**config.mk**
```make
export PLATFORM = sky130hd
export DESIGN_NAME = burst_fragmenter
export DESIGN_NICKNAME = d
export VERILOG_FILES = /design/src/rtl/frag_pkg.sv /design/src/rtl/frag_req_split.sv /design/src/rtl/frag_rsp_merge.sv /design/src/rtl/burst_fragmenter.sv
export SDC_FILE = /design/constraint.sdc
export NUM_CORES = 1
export LEC_CHECK = 0
export BUFFER_PORTS_ARGS = -buffer_cell sky130_fd_sc_hd__buf_2
export CORE_ASPECT_RATIO = 0.5
export CORE_MARGIN = 5
export CORE_UTILIZATION = 43
export DETAILED_ROUTE_END_ITERATION = 6
export GPL_ROUTABILITY_DRIVEN = 0
export MAX_ROUTING_LAYER = met4
export PLACE_DENSITY = 0.92
export SKIP_CTS_REPAIR_TIMING = 1
export SYNTH_ARGS = -nofsm -noshare
export SYNTH_HDL_FRONTEND = slang
export SYNTH_SLANG_ARGS = --single-unit
```
**constraint.sdc**
```tcl
create_clock -name clk -period 7.46 [get_ports clk]
set_clock_uncertainty 0.2 [all_clocks]
set_input_delay 0.746 -clock clk [delete_from_list [all_inputs] [get_ports clk]]
set_output_delay 0.746 -clock clk [all_outputs]
set_load 0.05 [all_outputs]
```
**src/rtl/frag_pkg.sv**
```systemverilog
package frag_pkg;

  typedef enum logic [2:0] {
    OP_GET       = 3'd0,
    OP_PUT_FULL  = 3'd1,
    OP_PUT_PART  = 3'd2,
    OP_LOGIC     = 3'd3,
    OP_ARITH     = 3'd4,
    OP_HINT      = 3'd5
  } frag_op_e;

  localparam int ACK_ON_LAST    = 0;
  localparam int ACK_ALL_FIRST  = 1;
  localparam int ACK_FULL_FIRST = 2;

  // Upstream request carries a data beat per cycle
  function automatic logic op_carries_data(frag_op_e op);
    return (op == OP_PUT_FULL) || (op == OP_PUT_PART) ||
           (op == OP_LOGIC) || (op == OP_ARITH);
  endfunction

  // Target answers with data beats rather than one acknowledgement
  function automatic logic op_returns_data(frag_op_e op);
    return (op == OP_GET) || (op == OP_LOGIC) || (op == OP_ARITH);
  endfunction

  // Fragment size (log2 bytes) for a request of size sz
  function automatic int frag_lg(logic arith, int sz, int min_lg, int cut_lg, int force_min);
    if (arith) return (force_min != 0 && sz > min_lg) ? min_lg : sz;
    return (sz > cut_lg) ? cut_lg : sz;
  endfunction

  // Data beats for a transfer of size lg on a 2**min_lg byte bus
  function automatic int beats_of(int lg, int min_lg);
    return 1 << ((lg > min_lg ? lg : min_lg) - min_lg);
  endfunction

  // Whether the acknowledgement is taken from the first fragment
  function automatic logic ack_early(int pol, frag_op_e op);
    return (pol == ACK_ALL_FIRST && (op == OP_PUT_FULL || op == OP_PUT_PART)) ||
           (pol == ACK_FULL_FIRST && op == OP_PUT_FULL);
  endfunction

endpackage

```
**src/rtl/frag_req_split.sv**
```systemverilog
module frag_req_split
  import frag_pkg::*;
#(
  parameter int ADDR_W     = 16,
  parameter int DATA_W     = 32,
  parameter int TAG_W      = 4,
  parameter int SZ_W       = 4,
  parameter int MIN_LG     = 2,
  parameter int MAX_LG     = 6,
  parameter int TGT_LG     = 4,
  parameter int FORCE_MIN  = 0,
  parameter int ACK_POLICY = 0
) (
  input  logic              clk,
  input  logic              rst_n,
  input  logic              req_valid,
  output logic              req_ready,
  input  frag_op_e          req_op,
  input  logic [SZ_W-1:0]   req_size,
  input  logic [ADDR_W-1:0] req_addr,
  input  logic [TAG_W-1:0]  req_tag,
  input  logic [DATA_W-1:0] req_data,
  output logic              a_valid,
  input  logic              a_ready,
  output logic [2:0]        a_op,
  output logic [SZ_W-1:0]   a_size,
  output logic [ADDR_W-1:0] a_addr,
  output logic [TAG_W-1:0]  a_tag,
  output logic [DATA_W-1:0] a_data,
  output logic              a_first,
  output logic              a_last,
  output logic              a_fwd
);
  localparam int CNT_W  = MAX_LG - MIN_LG + 2;
  localparam int CUT_LG = (FORCE_MIN != 0) ? MIN_LG : TGT_LG;

  logic [CNT_W-1:0]  cnt_q;
  logic [CNT_W-1:0]  total_beats, frag_beats, step, next_cnt, frag_off;
  logic [SZ_W-1:0]   frag_sz;
  logic [ADDR_W-1:0] base;
  logic              is_arith, has_data, burst_end, fire;

  always_comb begin
    is_arith    = (req_op == OP_ARITH);
    has_data    = op_carries_data(req_op);
    frag_sz     = SZ_W'(frag_lg(is_arith, int'(req_size), MIN_LG, CUT_LG, FORCE_MIN));
    total_beats = is_arith ? CNT_W'(1) : CNT_W'(beats_of(int'(req_size), MIN_LG));
    frag_beats  = CNT_W'(beats_of(int'(frag_sz), MIN_LG));
    step        = has_data ? CNT_W'(1) : frag_beats;
    next_cnt    = cnt_q + step;
    burst_end   = (next_cnt >= total_beats);
    frag_off    = cnt_q & ~(frag_beats - CNT_W'(1));
    base        = req_addr & ~((ADDR_W'(1) << req_size) - ADDR_W'(1));
  end

  assign fire      = a_valid & a_ready;
  assign a_valid   = req_valid;
  assign req_ready = a_ready & (has_data | burst_end);
  assign a_op      = req_op;
  assign a_size    = frag_sz;
  assign a_addr    = base + (ADDR_W'(frag_off) << MIN_LG);
  assign a_tag     = req_tag;
  assign a_data    = req_data;
  assign a_first   = (cnt_q < frag_beats);
  assign a_last    = ((cnt_q + frag_beats) >= total_beats);
  assign a_fwd     = op_returns_data(req_op) ? 1'b1 :
                     (ack_early(ACK_POLICY, req_op) ? a_first : a_last);

  always_ff @(posedge clk or negedge rst_n) begin
    if (!rst_n)    cnt_q <= '0;
    else if (fire) cnt_q <= burst_end ? '0 : next_cnt;
  end

  // a header-only request leaves upstream only with its final fragment
  a_r1_pop_on_last: assert property (@(posedge clk) disable iff (!rst_n)
    (req_valid && req_ready && !has_data) |-> a_last);

  // successive fragments of a held header step by one fragment size
  a_r3_addr_step: assert property (@(posedge clk) disable iff (!rst_n)
    (fire && !req_ready && !has_data) |=>
      (a_addr == $past(a_addr) + (ADDR_W'(1) << $past(frag_sz))));

  // non-arithmetic fragments never exceed the cut size
  a_r2_size_cap: assert property (@(posedge clk) disable iff (!rst_n)
    (a_valid && a_op != 3'd4) |-> (int'(a_size) <= CUT_LG));

  // arithmetic atomics are a single complete fragment
  a_r5_arith_single: assert property (@(posedge clk) disable iff (!rst_n)
    (a_valid && a_op == 3'd4) |-> (a_first && a_last && req_ready == a_ready));

endmodule

```
**src/rtl/frag_rsp_merge.sv**
```systemverilog
module frag_rsp_merge
  import frag_pkg::*;
#(
  parameter int DATA_W    = 32,
  parameter int TAG_W     = 4,
  parameter int SZ_W      = 4,
  parameter int MIN_LG    = 2,
  parameter int MAX_LG    = 6,
  parameter int HOLD_DENY = 0
) (
  input  logic              clk,
  input  logic              rst_n,
  input  logic              d_valid,
  output logic              d_ready,
  input  logic              d_has_data,
  input  logic [SZ_W-1:0]   d_size,
  input  logic [TAG_W-1:0]  d_tag,
  input  logic [DATA_W-1:0] d_data,
  input  logic              d_denied,
  input  logic              d_first,
  input  logic              d_last,
  input  logic              d_fwd,
  output logic              rsp_valid,
  input  logic              rsp_ready,
  output logic              rsp_has_data,
  output logic [TAG_W-1:0]  rsp_tag,
  output logic [DATA_W-1:0] rsp_data,
  output logic              rsp_denied
);
  localparam int CNT_W = MAX_LG - MIN_LG + 2;

  logic [CNT_W-1:0] bcnt_q, frag_beats;
  logic             deny_q, acked_q;
  logic             burst_start, data_fire, ack_fire, ack_out;

  assign frag_beats  = CNT_W'(beats_of(int'(d_size), MIN_LG));
  assign burst_start = d_first && (bcnt_q == '0);
  assign d_ready     = rsp_ready | (!d_has_data & !d_fwd);
  assign data_fire   = d_valid & d_ready & d_has_data;
  assign ack_fire    = d_valid & d_ready & !d_has_data;
  assign ack_out     = ack_fire & d_fwd;

  assign rsp_valid    = d_valid & (d_has_data | d_fwd);
  assign rsp_has_data = d_has_data;
  assign rsp_tag      = d_tag;
  assign rsp_data     = d_data;
  assign rsp_denied   = ((HOLD_DENY != 0) && d_has_data && !burst_start) ? deny_q : d_denied;

  always_ff @(posedge clk or negedge rst_n) begin
    if (!rst_n) begin
      bcnt_q  <= '0;
      deny_q  <= 1'b0;
      acked_q <= 1'b0;
    end else begin
      if (data_fire) begin
        bcnt_q <= (bcnt_q + CNT_W'(1) >= frag_beats) ? '0 : bcnt_q + CNT_W'(1);
        if (burst_start) deny_q <= d_denied;
      end
      if (ack_fire) acked_q <= d_last ? 1'b0 : (acked_q | d_fwd);
    end
  end

  // at most one acknowledgement per original write reaches the requester
  a_r6_single_ack: assert property (@(posedge clk) disable iff (!rst_n)
    ack_out |-> !acked_q);

  // within a held burst, status stays that of the burst's first beat
  a_r10_deny_held: assert property (@(posedge clk) disable iff (!rst_n)
    ((HOLD_DENY != 0) && data_fire && !burst_start && $past(data_fire)) |->
      (rsp_denied == $past(rsp_denied)));

  // every data beat offered by the target is offered to the requester
  a_r9_data_pass: assert property (@(posedge clk) disable iff (!rst_n)
    (d_valid && d_has_data) |-> (rsp_valid && d_ready == rsp_ready));

endmodule

```
**src/rtl/burst_fragmenter.sv**
```systemverilog
module burst_fragmenter
  import frag_pkg::*;
#(
  parameter int ADDR_W     = 16,
  parameter int DATA_W     = 32,
  parameter int TAG_W      = 4,
  parameter int SZ_W       = 4,
  parameter int MIN_LG     = 2,
  parameter int MAX_LG     = 6,
  parameter int TGT_LG     = 4,
  parameter int FORCE_MIN  = 0,
  parameter int ACK_POLICY = 0,
  parameter int HOLD_DENY  = 0
) (
  input  logic              clk,
  input  logic              rst_n,
  input  logic              up_valid,
  output logic              up_ready,
  input  logic [2:0]        up_op,
  input  logic [SZ_W-1:0]   up_size,
  input  logic [ADDR_W-1:0] up_addr,
  input  logic [TAG_W-1:0]  up_tag,
  input  logic [DATA_W-1:0] up_data,
  output logic              dn_valid,
  input  logic              dn_ready,
  output logic [2:0]        dn_op,
  output logic [SZ_W-1:0]   dn_size,
  output logic [ADDR_W-1:0] dn_addr,
  output logic [TAG_W-1:0]  dn_tag,
  output logic [DATA_W-1:0] dn_data,
  output logic              dn_first,
  output logic              dn_last,
  output logic              dn_fwd,
  input  logic              tr_valid,
  output logic              tr_ready,
  input  logic              tr_has_data,
  input  logic [SZ_W-1:0]   tr_size,
  input  logic [TAG_W-1:0]  tr_tag,
  input  logic [DATA_W-1:0] tr_data,
  input  logic              tr_denied,
  input  logic              tr_first,
  input  logic              tr_last,
  input  logic              tr_fwd,
  output logic              rp_valid,
  input  logic              rp_ready,
  output logic              rp_has_data,
  output logic [TAG_W-1:0]  rp_tag,
  output logic [DATA_W-1:0] rp_data,
  output logic              rp_denied
);
  frag_op_e op_e;
  assign op_e = frag_op_e'(up_op);

  frag_req_split #(
    .ADDR_W(ADDR_W), .DATA_W(DATA_W), .TAG_W(TAG_W), .SZ_W(SZ_W),
    .MIN_LG(MIN_LG), .MAX_LG(MAX_LG), .TGT_LG(TGT_LG),
    .FORCE_MIN(FORCE_MIN), .ACK_POLICY(ACK_POLICY)
  ) u_split (
    .clk(clk), .rst_n(rst_n),
    .req_valid(up_valid), .req_ready(up_ready), .req_op(op_e),
    .req_size(up_size), .req_addr(up_addr), .req_tag(up_tag), .req_data(up_data),
    .a_valid(dn_valid), .a_ready(dn_ready), .a_op(dn_op), .a_size(dn_size),
    .a_addr(dn_addr), .a_tag(dn_tag), .a_data(dn_data),
    .a_first(dn_first), .a_last(dn_last), .a_fwd(dn_fwd)
  );

  frag_rsp_merge #(
    .DATA_W(DATA_W), .TAG_W(TAG_W), .SZ_W(SZ_W),
    .MIN_LG(MIN_LG), .MAX_LG(MAX_LG), .HOLD_DENY(HOLD_DENY)
  ) u_merge (
    .clk(clk), .rst_n(rst_n),
    .d_valid(tr_valid), .d_ready(tr_ready), .d_has_data(tr_has_data),
    .d_size(tr_size), .d_tag(tr_tag), .d_data(tr_data), .d_denied(tr_denied),
    .d_first(tr_first), .d_last(tr_last), .d_fwd(tr_fwd),
    .rsp_valid(rp_valid), .rsp_ready(rp_ready), .rsp_has_data(rp_has_data),
    .rsp_tag(rp_tag), .rsp_data(rp_data), .rsp_denied(rp_denied)
  );

endmodule

```
Word level (Yosys, flattened, before mapping)

Index checks and enable logic that the tools add are counted.

Bits in registers: 6
Input port bits: 110
Output and inout port bits: 104
Logic and storage cells: 50

Add/subtract/negate cells: 7
$lt $le $gt $ge: 6
Equality and inequality tests: 4
Shift operators: 3
Mux-type cells: 10
Bitwise logic cells: 11
Reductions and logical operators: 8

Operators by type and width:

| cell                                                | number |
|---|---|
| << shifter 1 x 32 -> 6 bit, first input constant    | 2 |
| subtractor 32 x 3 -> 32 bit, second input constant  | 2 |
| two-way mux 4 bit                                   | 5 |
| two-way mux 6 bit                                   | 3 |
| adder 16 x 8 -> 16 bit                              | 1 |
| bitwise AND 16 bit                                  | 1 |
| NOT 16 bit                                          | 1 |
| << shifter 1 x 4 -> 16 bit, first input constant    | 1 |
| subtractor 16 x 1 -> 16 bit, second input constant  | 1 |
| adder 6 bit                                         | 2 |
| >= comparator 6 bit                                 | 2 |
| > comparator 4 x 2 -> 1 bit, second input constant  | 2 |
| bitwise AND 6 bit                                   | 1 |
| equality test 3 x 2 -> 1 bit, second input constant | 2 |
| < comparator 6 bit                                  | 1 |
| NOT 6 bit                                           | 1 |
| subtractor 6 x 1 -> 6 bit, second input constant    | 1 |
| logical OR 1 bit                                    | 5 |
| bitwise AND 1 bit                                   | 4 |
| > comparator 4 x 3 -> 1 bit, second input constant  | 1 |
| equality test 3 x 1 -> 1 bit, second input constant | 1 |
| equality test 3 bit, second input constant          | 1 |
| zero test 3 bit                                     | 1 |
| bitwise OR 1 bit                                    | 3 |
| other kinds (2)                                     | 4 |

Depth between registers and ports, before layout

Gate-level depths: netlist of run 1.

Word-level depth: 12
Gate-level depth with buffers: 17
Depth with buffers taken out: 16

Modules after synthesis

Synthesis of run 1 repeated with hierarchy kept, for this count alone.

Cells, all modules: 352
Area total of the unflattened synthesis: 2562.5 um^2

Modules (own cells, without submodules):

| module         | times used | cells each | area an instance (um^2) | sequential area each (um^2) |
|---|---|---|---|---|
| frag_req_split | 1          | 312        | 2262.2                  | 150.1 |
| frag_rsp_merge | 1          | 40         | 300.3                   | 0.0 |

Worst setup path before layout of run 1

Ideal clock, no wire load.

Path kind: input port to output port
From: in up_size[3]
To: out dn_addr[14]
Data arrival time: 4.378 ns
Data required time: 6.514 ns
Slack: 2.136 ns
Stages: 17
Path buffers: 3
Path through: buf_2 > nor2_1 > clkbuf_1 > nand2_1 > ha_1 > clkbuf_1 > or3_1 > and3_1 > ha_1 > inv_1 > fa_1 > nor2b_1 > o31a_1 > o21ai_0 > nand2b_1 > nor3b_1 > xnor2_1

Word-level cells in the longest chain between the ends: 11
Elaborated cells on any way between the ends: 16
Classes of those cells: add/sub (4); order compare (2); shift (2); mux (4); bitwise (4)

RTL lines:

| what                           | RTL line               | source |
|---|---|---|
| from (decl)                    | burst_fragmenter.sv:20 | `input logic [SZ_W-1:0] up_size,` |
| > comparator 4 x 3 -> 1 bit    | frag_pkg.sv:30         | `return (sz > cut_lg) ? cut_lg : sz;` |
| two-way mux 4 bit (2 in a row) | frag_pkg.sv:30         |  |
| > comparator 4 x 2 -> 1 bit    | frag_pkg.sv:35         | `return 1 << ((lg > min_lg ? lg : min_lg) - min_lg);` |
| two-way mux 4 bit              | frag_pkg.sv:35         |  |
| subtractor 32 x 3 -> 32 bit    | frag_pkg.sv:35         |  |
| << shifter 1 x 32 -> 6 bit     | frag_pkg.sv:35         |  |
| subtractor 6 x 1 -> 6 bit      | frag_req_split.sv:52   | `frag_off = cnt_q & ~(frag_beats - CNT_W'(1));` |
| NOT 6 bit                      | frag_req_split.sv:52   |  |
| bitwise AND 6 bit              | frag_req_split.sv:52   |  |
| adder 16 x 8 -> 16 bit *       | frag_req_split.sv:61   | `assign a_addr = base + (ADDR_W'(frag_off) << MIN_LG);` |
| to (decl)                      | burst_fragmenter.sv:28 | `output logic [ADDR_W-1:0] dn_addr,` |

Mark *: on every way between the ends. The rest lies on a longest branch, timed or not.

Worst setup path in the final report of run 1

From: in up_size[2]
To: out dn_addr[14]

Same word-level chain as after synthesis.

==> metrics.md, run 1 <==
| Metric | Value |
|---|---|
| Crit path DAT | `4.44 ns` |
| Die footprint | `0.00755 mm2` |
| Core Area | `0.00556 mm2` |
| Max Used Layer | `met4` |
| Status | `complete, no violations` |
| Mapped cell area | `0.00251 mm2` |
| Cts bufs inserted | `3` |
| Avg Cell Area, Syn | `7.53 um2` |
| Leak pwr | `1.24 nW` |
| Sequential-to-total area share from yosys stat | `0.0599` |
| Worst Setup Start Kind | `input port` |
| Hold Vio Cnt, Final | `0` |
| Setup_tns | `0 ns` |
| Worst-path fanout max | `16` |
| Top flop regs | `u_split.cnt_q (6)` |
| CP Data Required Time | `6.51 ns` |
| Register name with the most flops | `u_split.cnt_q` |
| Peak Freq | `0.186 GHz` |
| Row count | `19` |
| Area growth from synthesis to layout | `-5.79%` |
| Starting density of the core | `0.451` |
| First-pass GRT wire length | `10,000 um` |
| Worst reg2reg path endpoint | `u_split.cnt_q[2]` |
| Synth Register Bits | `6` |
| Tcrit/Tclk final | `0.722` |
| Final Max Slew Viols | `0` |
| Clock buffer depth | `2` |
| Total wire length | `6290 um` |
| Routed Antenna Nets | `0` |
| Worst reg-to-reg setup slack | `4.27 ns` |
| Count leader, synth | `buf_4` |
| Die Span X | `118 um` |
| RSZ-0062 raised after global routing | `no` |
| Vias in the first global route | `2,070` |
| Relative slew margins | `0.404` |
| Root buf cell | `clkbuf_16` |
| Most common flop cell mapped by yosys | `dfrtp_1` |
| Worst min path class | `in2async` |
| Setup slack after layout | `2.08 ns` |
| DR WL met3 | `730 um` |
| Ports | `214` |
| Max cap viols | `0` |
| DR vias/cell | `5.58` |
| YS warnings | `0` |
| Synth unique cells | `50` |
| GRT overflow | `0` |
| Number of detailed-route iterations in the first pass | `4` |
| CTS tree | `done` |
| DPL Wire Length | `5260 um` |
| Setup WS pre-CTS | `2.09 ns` |
| Met1 Wirelength | `2340 um` |
| Final setup vio count | `0` |
| Clock tree sinks | `6` |
| CTS clk-pin slew, worst paths | `0.03 ns` |
| Synthesized instance count | `333` |
| Ant. Diodes | `0` |
| Power per Cell Area | `292 mW/mm2` |
| Clk_lat worst skew | `0.23 ns` |
| Worst setup EP type | `output pin` |
| Layout cells sized above 1 | `0.230` |
| Synth area leader | `buf_4` |
| Post-synth EDFFs | `0` |
| Max reg flops | `6` |
| Die Height | `64.0 um` |
| Critical path class | `in2out` |
| Largest net degree at the start of global routing | `23` |
| Asr flop ratio synth | `1.00` |
| PortBufs | `61` |
| Met2 Wirelength | `3090 um` |
| GRT Util Overall | `0.164` |
| Tightest Pin Transition | `0.891 ns` |
| Initial DRC count | `120` |
| Wire length per cell | `16.3 um` |
| Share of the synthesized area in the top cell type | `0.234` |
| Initial antenna violation count | `0` |
| R2r worst-path depth | `12` |
| Synth top area cells | `buf_4 23%, ha_1 19%, dfrtp_1 6.0%` |
| FF-to-FF Start | `u_split.cnt_q[0]` |
| Max IR drop VDD | `0.296 mV` |
| DRC Markers | `0` |
| Crit path from | `up_size[2]` |
| Synth top cells by count | `78 x buf_4, 38 x ha_1, 26 x nand2_1` |
| # fillers | `530` |
| # H-tree levels | `1` |
| Via count | `2,153` |
| Nets | `466` |
| Final worst path period need | `5.38 ns` |
-- where the power goes --
| part | internal (W) | switching (W) |
|---|---|---|
| Clock | 0.0000688 | 0.0000183 |
| Combinational | 0.000184 | 0.000342 |
| Sequential | 0.0000460 | 0.0000303 |
-- routing by layer --
layer	up-vias	global-route usage
met5	-	-
met4	0	0.0558
met3	16	0.0626
met2	124	0.279
met1	989	0.177
li1	1024	-
-- through the flow --
step	total power [W]	utilization	std cells	cell area (um2)	hold WS [ns]
2_1_floorplan	0.000581	-	334	2510	0.250
3_3_place_gp	0.000579	0.411	383	2290	0.366
3_5_place_dp	0.000594	0.411	383	2290	0.369
4_1_cts	0.000688	0.424	386	2360	0.129
5_1_grt	0.000750	0.424	386	2360	0.138
6_report	0.000689	0.424	386	2360	0.129
-- placed cells by master (no fill, tap or decap), drive strengths merged, types with 7 or more instances in the layout --
cell / count
a21o: 7
a21oi: 22
buf: 61
ha: 38
inv: 18
nand2: 26
nor2: 23
o21a: 8
o21ai: 13
xnor2: 12
xor2: 7
-- kinds of logic (layout without fill, tap and decap cells) --
logic type | Yosys count | after routing | share of synthesized area
simple gates | 88 | 88 | 0.185
other cells | 1 | 2 | 0.00150
buf+inv | 103 | 82 | 0.275
xor+xnor | 19 | 19 | 0.0664
mux | 1 | 1 | 0.00399
compound gates | 74 | 74 | 0.195
fa+ha+maj | 41 | 41 | 0.214
flops | 6 | 6 | 0.0599
-- cell type report --
cell class                      instances  area (um2)  area share
Multi-Input combinational cell        225        1670       0.708
Timing Repair Buffer                   61         305       0.129
Sequential cell                         6         150      0.0636
Tap cell                               73        91.3      0.0387
Clock buffer                            3        75.1      0.0318
Inverter                               18        67.6      0.0286
-- worst max path at each step --
stage                   to  slack (ns)  cells after the start
4_1_cts        dn_addr[14]        2.09                     16
3_5_place_dp   dn_addr[14]        2.09                     16
3_3_place_gp   dn_addr[14]        2.14                     16
2_1_floorplan  dn_addr[14]        2.14                     17
6_report       dn_addr[14]        2.08                     16
5_1_grt        dn_addr[14]        1.72                     16
-- worst max-delay path, stage by stage --
cell and delay, ns:
buf_2 0.18, nor2_1 0.70, nand2_1 0.12, ha_1 0.40, or3_1 0.41, and3_1 0.18
ha_1 0.20, inv_1 0.07, fa_1 0.20, nor2b_1 0.06, o31a_1 0.25, o21ai_0 0.15
nand2b_1 0.13, nor3b_1 0.17, xnor2_1 0.16, buf_2 0.29
Note: power is estimated with default switching activity, not from simulation.
==> run 2, diff against run 1 <==
--- a/config.mk
+++ b/config.mk
@@ -8,11 +8,11 @@
 export BUFFER_PORTS_ARGS = -buffer_cell sky130_fd_sc_hd__buf_2
 export CORE_ASPECT_RATIO = 0.5
 export CORE_MARGIN = 5
-export CORE_UTILIZATION = 43
+export CORE_UTILIZATION = 36
 export DETAILED_ROUTE_END_ITERATION = 6
 export GPL_ROUTABILITY_DRIVEN = 0
 export MAX_ROUTING_LAYER = met4
-export PLACE_DENSITY = 0.92
+export PLACE_DENSITY = 0.82
 export SKIP_CTS_REPAIR_TIMING = 1
 export SYNTH_ARGS = -nofsm -noshare
 export SYNTH_HDL_FRONTEND = slang
==> constraint.sdc (replaced) <==
create_clock -name clk -period 4.6 [get_ports clk]
set_clock_uncertainty 0.2 [all_clocks]
set_input_delay 0.46 -clock clk [delete_from_list [all_inputs] [get_ports clk]]
set_output_delay 0.46 -clock clk [all_outputs]
set_load 0.05 [all_outputs]
==> metrics.md, run 2 (same netlist as run 1, synthesis figures left out) <==
| Metric | Value |
|---|---|
| GRT overflow | `0 (unchanged)` |
| Wire length per cell | `13.8 um (-16%)` |
| Register name with the most flops | `u_split.cnt_q` |
| Final Max Slew Viols | `0 (unchanged)` |
| Busiest grt layer | `met2` |
| Worst setup EP type | `output pin` |
| CP most frequent cell | `nor2_1` |
| Grt met3 use | `0.0239 (-0.0386)` |
| Number of detailed-route iterations in the first pass | `4 (unchanged)` |
| Max stage delay on crit path | `0.41 ns (-0.29 ns)` |
| Most frequent cells in the layout | `61 x buf_2, 38 x ha_1, 26 x nand2_1` |
| Final worst path period need | `4.25 ns` |
| Worst-path fanout max | `4 (-12)` |
| Total wire length | `5650 um (-10%)` |
| Clock buffer depth | `2 (unchanged)` |
| GRT Util Overall | `0.126 (-0.0373)` |
| Crit path from | `up_op[0]` |
| Ant. Diodes | `0 (unchanged)` |
| # fillers | `712 (+34%)` |
| Final setup vio count | `0 (unchanged)` |
| Worst min path class | `in2async` |
| Layout cells sized above 1 | `0.260 (+0.0302)` |
| Row count | `21 (+2)` |
| DRC Markers | `0 (unchanged)` |
| Area growth from synthesis to layout | `-1.35%` |
| Crit path DAT | `3.59 ns (-0.85 ns)` |
| Via count | `2,080 (-3.4%)` |
| Clk_lat worst skew | `0.22 ns (about the same)` |
| Worst Setup Start Kind | `input port` |
| Die Span X | `128 um (+8.5%)` |
| Starting density of the core | `0.373 (-0.0779)` |
| M1 GR Usage | `0.147 (-0.0308)` |
| Routed Antenna Nets | `0 (unchanged)` |
| Final hold slack | `0.378 ns (+0.249 ns)` |
| Top flop regs | `u_split.cnt_q (6)` |
| Initial antenna violation count | `0 (unchanged)` |
| PortBufs | `61 (unchanged)` |
| Relative slew margins | `0.612 (+0.208)` |
| Nets | `472 (+1.3%)` |
| Setup_tns | `0 ns (unchanged)` |
| Ports | `214 (unchanged)` |
| Peak Freq | `0.235 GHz` |
| Root buf cell | `clkbuf_16` |
| Cts bufs inserted | `3 (unchanged)` |
| FF-to-FF Start | `u_split.cnt_q[0]` |
| GRT met2 Usage | `0.218 (-0.0610)` |
| RSZ-0062 raised after global routing | `no` |
| CP Data Required Time | `3.94 ns (-2.57 ns)` |
| First-pass GRT wire length | `9260 um (-7.8%)` |
| Status | `complete, no violations` |
| Initial DRC count | `75 (-38%)` |
| Tcrit/Tclk final | `0.925` |
| Power per Cell Area | `445 mW/mm2 (+53%)` |
| Max IR drop VDD | `0.309 mV (+4.4%)` |
| Critical-path cell list | `buf_2, nor2_1, xnor2_1, or2_2, ha_1, fa_1, a21oi_1, nor2_1, nor2_1, xnor2_1, ha_1, a21o_1, a21oi_1, o21ai_0, o21a_1, buf_2` |
| DR vias/cell | `5.06 (-9.3%)` |
| Core Area | `0.00673 mm2 (+21%)` |
| DPL Wire Length | `4830 um (-8.2%)` |
| Clock tree sinks | `6 (unchanged)` |
| # H-tree levels | `1 (unchanged)` |
| Hold Vio Cnt, Final | `0 (unchanged)` |
| Vias in the first global route | `2,001 (-3.3%)` |
| Die Height | `69 um (+7.8%)` |
| Max cap viols | `0 (unchanged)` |
| Leak pwr | `1.29 nW (+3.8%)` |
| Die footprint | `0.00883 mm2 (+17%)` |
| Most common cell after layout, fill and taps aside | `buf_2` |
| Critical path class | `in2out` |
| Max reg flops | `6 (unchanged)` |
| Max stage delay cell, worst path | `fa_1` |
| Sequential cell area | `150 um2 (unchanged)` |
| Multi-input logic area | `0.00171 mm2 (+2.4%)` |
| CTS tree | `done` |
| CTS clk-pin slew, worst paths | `0.03 ns (about the same)` |
| Tightest Pin Transition | `0.573 ns (-0.318 ns)` |
| Largest net degree at the start of global routing | `16 (-30%)` |
[run 2: stage by stage]
stage	setup slack, ns	util	cell area (um2)	total power [W]	std cells
finish	0.345	0.368	2470	0.00110	411
global route	0.0616	0.368	2470	0.00120	411
CTS	0.242	0.366	2460	0.00111	410
detailed placement	0.251	0.355	2380	0.000965	407
global placement	0.289	0.355	2380	0.000951	407
floorplan	0.0180	-	2550	0.000946	334
[run 2: worst paths after layout]
kind | slack, ns | to | cells after the start
worst max-delay path | 0.35 | up_ready | 16
worst min-delay path | 0.38 | u_split.cnt_q[3] | 2
worst max register to register | 1.52 | u_split.cnt_q[5] | 12
worst min register to register | 0.38 | u_split.cnt_q[0] | 1
max in group asynchronous | 3.68 | u_split.cnt_q[5] | 2
min in group clk | 0.38 | u_split.cnt_q[0] | 1
[run 2: worst max-delay path, delay by kind of cell]
family	cells	cell delay [ns]
adder cells (fa/ha/maj)	3	0.92
AO/OA/AOI/OAI	5	0.77
AND/OR/NAND/NOR	4	0.75
XOR/XNOR	2	0.37
buffers and inverters	2	0.31
[run 2: final cells by class]
class / count / area share
clock buffers: 3 / 0.0304
inverters: 18 / 0.0273
multi-input cells: 225 / 0.692
flip-flops and latches: 6 / 0.0607
well taps: 92 / 0.0466
repair buffers: 67 / 0.143
[run 2: where the power goes]
group / leakage (nW) / internal [W] / switching, W
Sequential: 0.0805 / 0.0000746 / 0.0000469
Clock: 0.0370 / 0.000111 / 0.0000258
Combinational: 1.17 / 0.000300 / 0.000542
Total: 1.29 / 0.000486 / 0.000615
[run 2: per-layer routing]
metal | routed length (um) | up-vias
met3 | 443 | 30
met5 | 0 | -
li1 | - | 1040
met2 | 2720 | 70
met1 | 2340 | 940
met4 | 155 | 0
==> run 3, diff against run 2 <==
--- a/config.mk
+++ b/config.mk
@@ -6,9 +6,12 @@
 export NUM_CORES = 1
 export LEC_CHECK = 0
 export BUFFER_PORTS_ARGS = -buffer_cell sky130_fd_sc_hd__buf_2
+export CAP_MARGIN = 10
 export CORE_ASPECT_RATIO = 0.5
 export CORE_MARGIN = 5
 export CORE_UTILIZATION = 36
+export CTS_BUF_LIST = sky130_fd_sc_hd__clkbuf_2
+export CTS_CLUSTER_DIAMETER = 30
 export DETAILED_ROUTE_END_ITERATION = 6
 export GPL_ROUTABILITY_DRIVEN = 0
 export MAX_ROUTING_LAYER = met4
==> metrics.md, run 3 (same netlist as run 1, synthesis figures left out) <==
| Metric | Value |
|---|---|
| Max cap viols | `0 (unchanged)` |
| Clock buffer depth | `2 (unchanged)` |
| Clk_lat worst skew | `0.21 ns (about the same)` |
| Worst-path fanout max | `4 (unchanged)` |
| Final setup vio count | `0 (unchanged)` |
| CP most frequent cell | `nor2_1` |
| Hold Vio Cnt, Final | `0 (unchanged)` |
| Most frequent cells in the layout | `61 x buf_2, 38 x ha_1, 26 x nand2_1` |
| Area growth from synthesis to layout | `-3.74%` |
| PortBufs | `61 (unchanged)` |
| Via count | `2,074 (-0.29%)` |
| Max IR drop VDD | `0.309 mV (about the same)` |
| DR vias/cell | `5.05 (-0.29%)` |
| Final worst path period need | `4.28 ns (+0.0249 ns)` |
| FF-to-FF Start | `u_split.cnt_q[0]` |
| Power per Cell Area | `413 mW/mm2 (-7.1%)` |
| Row count | `21 (unchanged)` |
| Tightest Pin Transition | `0.576 ns (+0.00331 ns)` |
| Critical-path cell list | `buf_2, nor2_1, xnor2_1, or2_2, ha_1, fa_1, a21oi_1, nor2_1, nor2_1, xnor2_1, ha_1, a21o_1, a21oi_1, o21ai_0, o21a_1, buf_2` |
| CTS clk-pin slew, worst paths | `0.05 ns (+0.02 ns)` |
| Layout cells sized above 1 | `0.260 (unchanged)` |
| Clock tree sinks | `6 (unchanged)` |
| Initial DRC count | `58 (-23%)` |
| Start point of the worst hold path | `u_split.cnt_q[0]` |
| Top flop regs | `u_split.cnt_q (6)` |
| Status | `complete, no violations` |
| Starting density of the core | `0.373 (unchanged)` |
| Largest net degree at the start of global routing | `16 (unchanged)` |
| Max stage delay cell, worst path | `fa_1` |
| Routed Antenna Nets | `0 (unchanged)` |
| Relative slew margins | `0.610 (-0.00224)` |
| DPL Wire Length | `4830 um (unchanged)` |
| Number of detailed-route iterations in the first pass | `4 (unchanged)` |
| GRT Util Overall | `0.125 (-0.00132)` |
| CP bufs+invs | `2 (unchanged)` |
| Peak Freq | `0.234 GHz (-0.58%)` |
| Final Max Slew Viols | `0 (unchanged)` |
| Worst setup EP type | `output pin` |
| Vias in the first global route | `1,998 (-0.15%)` |
| First-pass GRT wire length | `9200 um (-0.59%)` |
| # H-tree levels | `1 (unchanged)` |
| Worst Setup Start Kind | `input port` |
| Delay-heaviest family, CP | `adder cells` |
| RSZ-0062 raised after global routing | `no` |
| DRC Markers | `0 (unchanged)` |
| Setup_tns | `0 ns (unchanged)` |
| Tcrit/Tclk final | `0.930 (+0.00541)` |
| CTS tree | `done` |
| Crit path from | `up_op[0]` |
| Crit path DAT | `3.62 ns (+0.03 ns)` |
| Die Height | `69 um (unchanged)` |
| CP Data Required Time | `3.94 ns (about the same)` |
| Max stage delay on crit path | `0.41 ns (about the same)` |
| Register name with the most flops | `u_split.cnt_q` |
| Die footprint | `0.00883 mm2 (unchanged)` |
| Most common cell after layout, fill and taps aside | `buf_2` |
| Worst min path class | `reg2reg` |
| Die Span X | `128 um (unchanged)` |
| Wire length per cell | `13.7 um (-0.35%)` |
| GRT overflow | `0 (unchanged)` |
| Max reg flops | `6 (unchanged)` |
| Fin util | `0.359 (-0.00893)` |
| Core Area | `0.00673 mm2 (unchanged)` |
| Leak pwr | `1.27 nW (-1.9%)` |
| Root buf cell | `clkbuf_2` |
| Ports | `214 (unchanged)` |
| Total wire length | `5630 um (-0.35%)` |
| Ant. Diodes | `0 (unchanged)` |
| Cts bufs inserted | `3 (unchanged)` |
| Initial antenna violation count | `0 (unchanged)` |
| Critical path class | `in2out` |
| Nets | `472 (unchanged)` |
==> run 3: path summary, 6_finish.rpt <==
path	slack [ns]	cells after the start	to
worst max-delay path	0.32	16	up_ready
worst min-delay path	0.37	1	u_split.cnt_q[0]
worst max register to register	1.52	12	u_split.cnt_q[5]
worst min register to register	0.37	1	u_split.cnt_q[0]
max in group asynchronous	3.65	2	u_split.cnt_q[5]
min in group asynchronous	0.41	2	u_split.cnt_q[4]
==> run 3: routing by layer <==
| metal | GRT usage | part of all wire | up-vias |
|---|---|---|---|
| met3 | 0.0216 | 0.077 | 32 |
| met1 | 0.147 | 0.41 | 927 |
| met4 | 0.0447 | 0.032 | 0 |
| met2 | 0.214 | 0.48 | 81 |
| li1 | - | - | 1034 |
| met5 | - | 0 | - |
==> run 3: per-stage QoR <==
stage | area, um2 | total power, W | hold WS, ns | worst slack (ns) | instances
2_1_floorplan | 2550 | 0.000946 | -0.0356 | 0.0180 | 334
3_3_place_gp | 2380 | 0.000951 | 0.0832 | 0.289 | 407
3_5_place_dp | 2380 | 0.000965 | 0.0846 | 0.251 | 407
4_1_cts | 2400 | 0.00100 | -0.150 | 0.242 | 410
5_1_grt | 2410 | 0.00110 | 0.393 | 0.0583 | 411
6_report | 2410 | 0.000997 | 0.371 | 0.320 | 411
==> run 3: layout make-up <==
type | count | area [um2]
inverter | 18 | 67.6
multi-input combinational | 225 | 1710
fill | 723 | 4310
tap | 92 | 115
clock buffer | 3 | 15.0
timing repair buffer | 67 | 353
sequential | 6 | 150
==> run 3: report_power, final <==
part | switching, W | internal (W)
sequential | 0.0000463 | 0.0000744
combinational | 0.000542 | 0.000300
clock | 0.0000167 | 0.0000176
total | 0.000606 | 0.000392
